[config.mk]
export PLATFORM = sky130hd
export DESIGN_NAME = idle_pd_ctrl
export DESIGN_NICKNAME = d
export VERILOG_FILES = /design/src/rtl/idle_pd_pkg.sv /design/src/rtl/pd_regs.sv /design/src/rtl/strobe_edge.sv /design/src/rtl/idle_pd_fsm.sv /design/src/rtl/ctl_gate.sv /design/src/rtl/idle_pd_ctrl.sv
export SDC_FILE = /design/constraint.sdc
export NUM_CORES = 1
export LEC_CHECK = 0
export BUFFER_PORTS_ARGS = -buffer_cell sky130_fd_sc_hd__buf_2
export CAP_MARGIN = 25
export CORE_UTILIZATION = 43
export CTS_CLUSTER_DIAMETER = 200
export CTS_CLUSTER_SIZE = 14
export DETAILED_ROUTE_END_ITERATION = 12
export MAX_ROUTING_LAYER = met4
export PLACE_DENSITY = 0.8
export SYNTH_ARGS = -nofsm -noshare
export SYNTH_HDL_FRONTEND = slang
export SYNTH_HIERARCHICAL = 1
export SYNTH_SLANG_ARGS = --single-unit
[constraint.sdc]
create_clock -name clk_in -period 1.3 [get_ports clk_in]
set_input_delay 0.26 -clock clk_in [delete_from_list [all_inputs] [get_ports clk_in]]
set_output_delay 0.26 -clock clk_in [all_outputs]
set_load 0.03 [all_outputs]
[src/rtl/idle_pd_pkg.sv]
package idle_pd_pkg;
  localparam int REG_W      = 8;
  localparam int BIT_ARM    = 1;
  localparam int BIT_SLOW   = 3;
  localparam int R0_MASK_LO = 4;
  localparam int R0_MASK_N  = 2;
  localparam int R2_MASK_LO = 2;
  localparam int R2_MASK_N  = 5;
  localparam int CTL_N      = R0_MASK_N + R2_MASK_N;

  // next idle count: restart on activity, otherwise count up and hold at limit
  function automatic int unsigned idle_next(int unsigned cnt, logic restart,
                                            int unsigned limit);
    if (restart) return 0;
    if (cnt >= limit) return limit;
    return cnt + 1;
  endfunction

  // one gated control bit
  function automatic logic gate_bit(logic raw, logic blk, logic pd);
    return raw & ~blk & ~pd;
  endfunction
endpackage

[src/rtl/pd_regs.sv]
module pd_regs #(
  parameter int W = 8
) (
  input  logic         clk,
  input  logic         rst_n,
  input  logic         wr_en,
  input  logic         wr_sel,
  input  logic [W-1:0] wr_data,
  input  logic         rd_sel,
  output logic [W-1:0] rd_data,
  output logic [W-1:0] r0_q,
  output logic [W-1:0] r2_q
);
  localparam int NREG = 2;
  logic [W-1:0] regs [NREG];

  for (genvar g = 0; g < NREG; g++) begin : g_reg
    always_ff @(posedge clk or negedge rst_n) begin
      if (!rst_n) regs[g] <= '0;
      else if (wr_en && (wr_sel == 1'(g))) regs[g] <= wr_data;
    end
  end

  assign r0_q    = regs[0];
  assign r2_q    = regs[1];
  assign rd_data = rd_sel ? regs[1] : regs[0];

  assert_wr0_R2: assert property (@(posedge clk) disable iff (!rst_n)
    (wr_en && !wr_sel) |=> (r0_q == $past(wr_data)));
  assert_wr2_R2: assert property (@(posedge clk) disable iff (!rst_n)
    (wr_en && wr_sel) |=> (r2_q == $past(wr_data)));
  assert_hold_R2: assert property (@(posedge clk) disable iff (!rst_n)
    !wr_en |=> ($stable(r0_q) && $stable(r2_q)));
endmodule

[src/rtl/strobe_edge.sv]
module strobe_edge #(
  parameter int STAGES = 2
) (
  input  logic clk,
  input  logic rst_n,
  input  logic strobe_async,
  output logic activity
);
  // sh[STAGES-1:0] is the synchronizer, sh[STAGES] the previous settled value
  logic [STAGES:0] sh;

  always_ff @(posedge clk or negedge rst_n) begin
    if (!rst_n) sh <= '0;
    else        sh <= {sh[STAGES-1:0], strobe_async};
  end

  assign activity = sh[STAGES] ^ sh[STAGES-1];
endmodule

[src/rtl/idle_pd_fsm.sv]
module idle_pd_fsm #(
  parameter int THR = 15
) (
  input  logic clk,
  input  logic rst_n,
  input  logic arm,
  input  logic activity,
  output logic pd_q
);
  localparam int CW = $clog2(THR + 1);
  logic [CW-1:0] idle_cnt;
  logic [CW-1:0] idle_cnt_nxt;
  logic          reached;

  assign idle_cnt_nxt = CW'(idle_pd_pkg::idle_next(32'(idle_cnt), activity, 32'(THR)));
  assign reached      = (idle_cnt_nxt == CW'(THR));

  always_ff @(posedge clk or negedge rst_n) begin
    if (!rst_n) begin
      idle_cnt <= '0;
      pd_q     <= 1'b0;
    end else begin
      idle_cnt <= idle_cnt_nxt;
      pd_q     <= arm & ~activity & reached;
    end
  end

  assert_off_R3: assert property (@(posedge clk) disable iff (!rst_n)
    !arm |=> !pd_q);
  assert_enter_R4: assert property (@(posedge clk) disable iff (!rst_n)
    (arm && !activity && idle_cnt >= CW'(THR - 1)) |=> pd_q);
  assert_wake_R5: assert property (@(posedge clk) disable iff (!rst_n)
    activity |=> (!pd_q && idle_cnt == '0));
  assert_no_wrap_R6: assert property (@(posedge clk) disable iff (!rst_n)
    (idle_cnt == CW'(THR) && !activity) |=> (idle_cnt == CW'(THR)));
endmodule

[src/rtl/ctl_gate.sv]
module ctl_gate #(
  parameter int N = 7
) (
  input  logic [N-1:0] raw,
  input  logic [N-1:0] blk,
  input  logic         pd,
  output logic [N-1:0] gated
);
  for (genvar i = 0; i < N; i++) begin : g_bit
    assign gated[i] = idle_pd_pkg::gate_bit(raw[i], blk[i], pd);
  end
endmodule

[src/rtl/idle_pd_ctrl.sv]
module idle_pd_ctrl #(
  parameter int IDLE_CYCLES = 15,
  parameter int SYNC_STAGES = 2
) (
  input  logic       clk_in,
  input  logic       rst_n,
  input  logic       strobe_in,
  input  logic       wr_en,
  input  logic       wr_sel,
  input  logic [7:0] wr_data,
  input  logic       rd_sel,
  output logic [7:0] rd_data,
  input  logic [6:0] ctl_in,
  output logic [6:0] ctl_out,
  output logic       pd_active,
  output logic       pd_enable,
  output logic       slow_mode
);
  import idle_pd_pkg::*;

  logic [REG_W-1:0] r0_q, r2_q;
  logic [CTL_N-1:0] blk_mask;
  logic             activity;
  logic             pd_q;

  pd_regs #(.W(REG_W)) u_regs (
    .clk(clk_in), .rst_n(rst_n), .wr_en(wr_en), .wr_sel(wr_sel),
    .wr_data(wr_data), .rd_sel(rd_sel), .rd_data(rd_data),
    .r0_q(r0_q), .r2_q(r2_q)
  );

  strobe_edge #(.STAGES(SYNC_STAGES)) u_edge (
    .clk(clk_in), .rst_n(rst_n), .strobe_async(strobe_in), .activity(activity)
  );

  idle_pd_fsm #(.THR(IDLE_CYCLES)) u_fsm (
    .clk(clk_in), .rst_n(rst_n), .arm(r0_q[BIT_ARM]), .activity(activity),
    .pd_q(pd_q)
  );

  assign blk_mask = {r2_q[R2_MASK_LO +: R2_MASK_N], r0_q[R0_MASK_LO +: R0_MASK_N]};

  ctl_gate #(.N(CTL_N)) u_gate (
    .raw(ctl_in), .blk(blk_mask), .pd(pd_q), .gated(ctl_out)
  );

  assign pd_active = pd_q;
  assign pd_enable = r0_q[BIT_ARM];
  assign slow_mode = r0_q[BIT_SLOW];

  assert_pd_quiet_R9: assert property (@(posedge clk_in) disable iff (!rst_n)
    $rose(pd_active) |-> (ctl_out == '0));
endmodule

==> impl_metrics.env <==
export IMPL_setup_viol=16
export IMPL_cts_tree="yes"
export IMPL_slew_viol_final=0
export IMPL_power_share_clock=0.191
export IMPL_grt_pass1_vias=759
export IMPL_gp_congestion=0.6806
export IMPL_nNetsFinal=145
export IMPL_p_switching_mw=0.6064
export IMPL_tns_ps=-1626
export IMPL_grt_antenna_before_repair=0
export IMPL_cp_slowest_stage_delay_ps=510
export IMPL_clk_pin_slew_worst_paths_ps=120
export IMPL_boundaryPins=39
export IMPL_rr_endpoint="u_fsm/pd_q"
export IMPL_maxCapViolCount=0
export IMPL_crit_fanout=8
export IMPL_ys_seq_elements=24
export IMPL_grt_total_usage=0.1828
export IMPL_clockBufferDepth=2
export IMPL_switching_share=0.3045
export IMPL_power_density_mw_per_mm2=1272
export IMPL_synth_nets=96
export IMPL_insertion_delay_ps=300
export IMPL_grt_max_degree=25
export IMPL_layout_drive_gt1_share=0.7049
export IMPL_finalClockSkew_ps=5.752
export IMPL_cts_num_sinks=24
export IMPL_synth_edf_count=0
export IMPL_p_total_mw=1.991
export IMPL_period_needed_ps=1425
export IMPL_syn_area_mm2=0.001094
export IMPL_p_leak_nw=0.7717
export IMPL_vias_per_cell=5.100
export IMPL_met1_length_um=900
export IMPL_rows=17
export IMPL_die_width_um=52.43
export IMPL_yosysSeqAreaShare=0.5492
export IMPL_wirelength_mm=2.267
export IMPL_violations="negative setup slack"
export IMPL_met3WireLength_um=110
export IMPL_drt_iter0_drc=3
export IMPL_fin_ws_ps=-124.7
export IMPL_core_area_mm2=0.002297
export IMPL_wl_per_cell_um=15.11
export IMPL_required_ps=1040
export IMPL_drt_pass1_iterations=4
export IMPL_ys_top_cells_by_count="dfrtp_1, mux2_2, mux2_4, nor3b_1, a21oi_1"
export IMPL_r2r_start="u_fsm/idle_cnt[1]"
export IMPL_synth_cells=74
export IMPL_cp_cell_sequence="nor3b_2 > buf_4"
export IMPL_ys_flop_type="dfrtp_1"
export IMPL_num_antenna_cells=0
export IMPL_max_slew_margin_rel=0.6402
export IMPL_async_flop_share=1.000
export IMPL_regToRegSetupSlack_ps=20
export IMPL_seqPwrFrac=0.459
export IMPL_initial_core_util=0.4760
export IMPL_postRouteAntennaNets=0
export IMPL_syn_to_final_growth_pct=43.13
export IMPL_fmax_mhz=701.9
export IMPL_hpwl_mm=1.499
export IMPL_r2r_cells=4
export IMPL_critPathLaunchType="flop"
export IMPL_drc_errors=0
export IMPL_yosys_area_top_type="dfrtp_1"
export IMPL_finalCritPeriodShare=1.096
export IMPL_ctsHtreeMaxLevel=1
export IMPL_cts_buffers=3
export IMPL_cp_slowest_cell="dfrtp_2"
export IMPL_fp_dieH_um=52.43
export IMPL_grt_overflow_total=0
export IMPL_die_area_mm2=0.002749
export IMPL_hold_viol=0
export IMPL_outcome="complete, but fails checks"
export IMPL_cts_root_buf="clkbuf_4"
export IMPL_yosysMostFrequentCell="dfrtp_1"
export IMPL_vias=765
export IMPL_rsz0062_at_grt="yes"
export IMPL_syn_area_per_cell_um2=14.78
export IMPL_internal_power_mw=1.385
export IMPL_end_kind="output pin"
export IMPL_grt_pass1_wl_mm=3.450
export IMPL_hp_class="input port to flop"
export IMPL_hold_start="strobe_in"
export IMPL_vdd_ir_drop_max_mv=0.8063
export IMPL_whs_path_depth=1
export IMPL_critical_path_class="flop to output pin"
export IMPL_arrival_ps=1160
export IMPL_synth_distinct_cells=22
export IMPL_top_layer="met4"
export IMPL_num_fill_cells=164
export IMPL_holdPathEnd="u_edge/sh[0]"
export IMPL_comb_power_share=0.350
export IMPL_synth_top_area_frac=0.5492
export IMPL_ys_top_cells_by_area="dfrtp_1, mux2_2, mux2_4"
export IMPL_port_buffers=38
export IMPL_wl_met2_mm=1.240
export IMPL_yosys_warnings=6
export IMPL_worstMarginPinSlew_ps=539.6
## cell usage in the layout (no fill, tap or decap), types with 2 or more instances in the layout
cell,Yosys,final
buf_4,0,12
mux2_2,16,10
mux2_4,8,14
dfrtp_1,24,23
buf_2,1,21
clkbuf_4,0,3
nor3b_2,0,7
buf_6,1,12
a21oi_1,2,2
## power by group through the flow
| stage | sequential, mW | clock [mW] | combinational (mW) |
|---|---|---|---|
| floorplan | 0.924 | 0 | 0.354 |
| global placement | 0.913 | 0 | 0.503 |
| detailed placement | 0.920 | 0 | 0.518 |
| CTS | 0.901 | 0.402 | 0.655 |
| global route | 0.925 | 0.446 | 0.737 |
| finish | 0.913 | 0.381 | 0.697 |
## worst max-delay path: cells and delay by family (launching register included)
kind	cells	cell delay [ps]
flip-flops	1	510
AND/OR/NAND/NOR	1	180
buffers and inverters	1	180
## worst max path at each step
stage | startpoint | to | slack (ps)
floorplan | u_fsm/pd_q | ctl_out[0] | -60
global placement | rd_sel | rd_data[2] | 30
detailed placement | u_fsm/idle_cnt[1] | u_fsm/pd_q | 9
CTS | u_fsm/pd_q | ctl_out[0] | -150
global route | u_fsm/pd_q | ctl_out[1] | -220
finish | u_fsm/pd_q | ctl_out[1] | -120
## logic make-up after synthesis
group                      count (synthesis)  share of synthesized area
buffers and inverters                      3                    0.01830
DFF                                       24                     0.5492
xor gates and xnor gates                   1                   0.008011
and+or+nand+nor                           16                     0.1075
muxes                                     24                     0.2746
AOI/OAI and AO/OA                          5                    0.03089
adders and majority gates                  1                    0.01144
## layout make-up
| class | instances | area (um2) | share of cell area |
|---|---|---|---|
| clock buffers | 4 | 36.28 | 0.02318 |
| well taps | 28 | 35.03 | 0.02238 |
| flip-flops and latches | 24 | 601.8 | 0.3845 |
| multi-input cells | 47 | 548.0 | 0.3501 |
| repair buffers | 46 | 340.3 | 0.2174 |
| inverters | 1 | 3.754 | 0.002398 |
## registers in the layout, summed over array words and instances, names as in the netlist
signal,count
u_regs/r0_q,8
u_fsm/pd_q,1
u_regs/r2_q,8
u_fsm/idle_cnt,4
u_edge/sh,3
## stage by stage
step                      setup slack [ps]  hold WS, ps    util  instances  instance area, um2
after floorplan                     -64.61       -35.59       -         74                1129
after global placement               26.27        257.3  0.5855        139                1345
after detailed placement             8.985        268.7  0.5855        139                1345
after CTS                           -152.8        40.56  0.6585        148                1513
after global routing                -221.6        23.02  0.6814        150                1565
final                               -124.7        54.64  0.6814        150                1565
## what timing repair did
action / CTS / global route
hold buffers: 1 / 0
resized for setup: 30 / 11
endpoints found under the setup margin: 17 / 19
pin swaps: 7 / 2
buffers inserted: 4 / 2
hold endpoints to repair: 24 / 0
## per-layer routing
| metal | vias to the layer above | track usage |
|---|---|---|
| met5 | - | - |
| met4 | 0 | 0.05263 |
| met3 | 2 | 0.02899 |
| met2 | 26 | 0.3249 |
| met1 | 374 | 0.2116 |
| li1 | 363 | - |
Note: power is estimated with default switching activity, not from simulation.
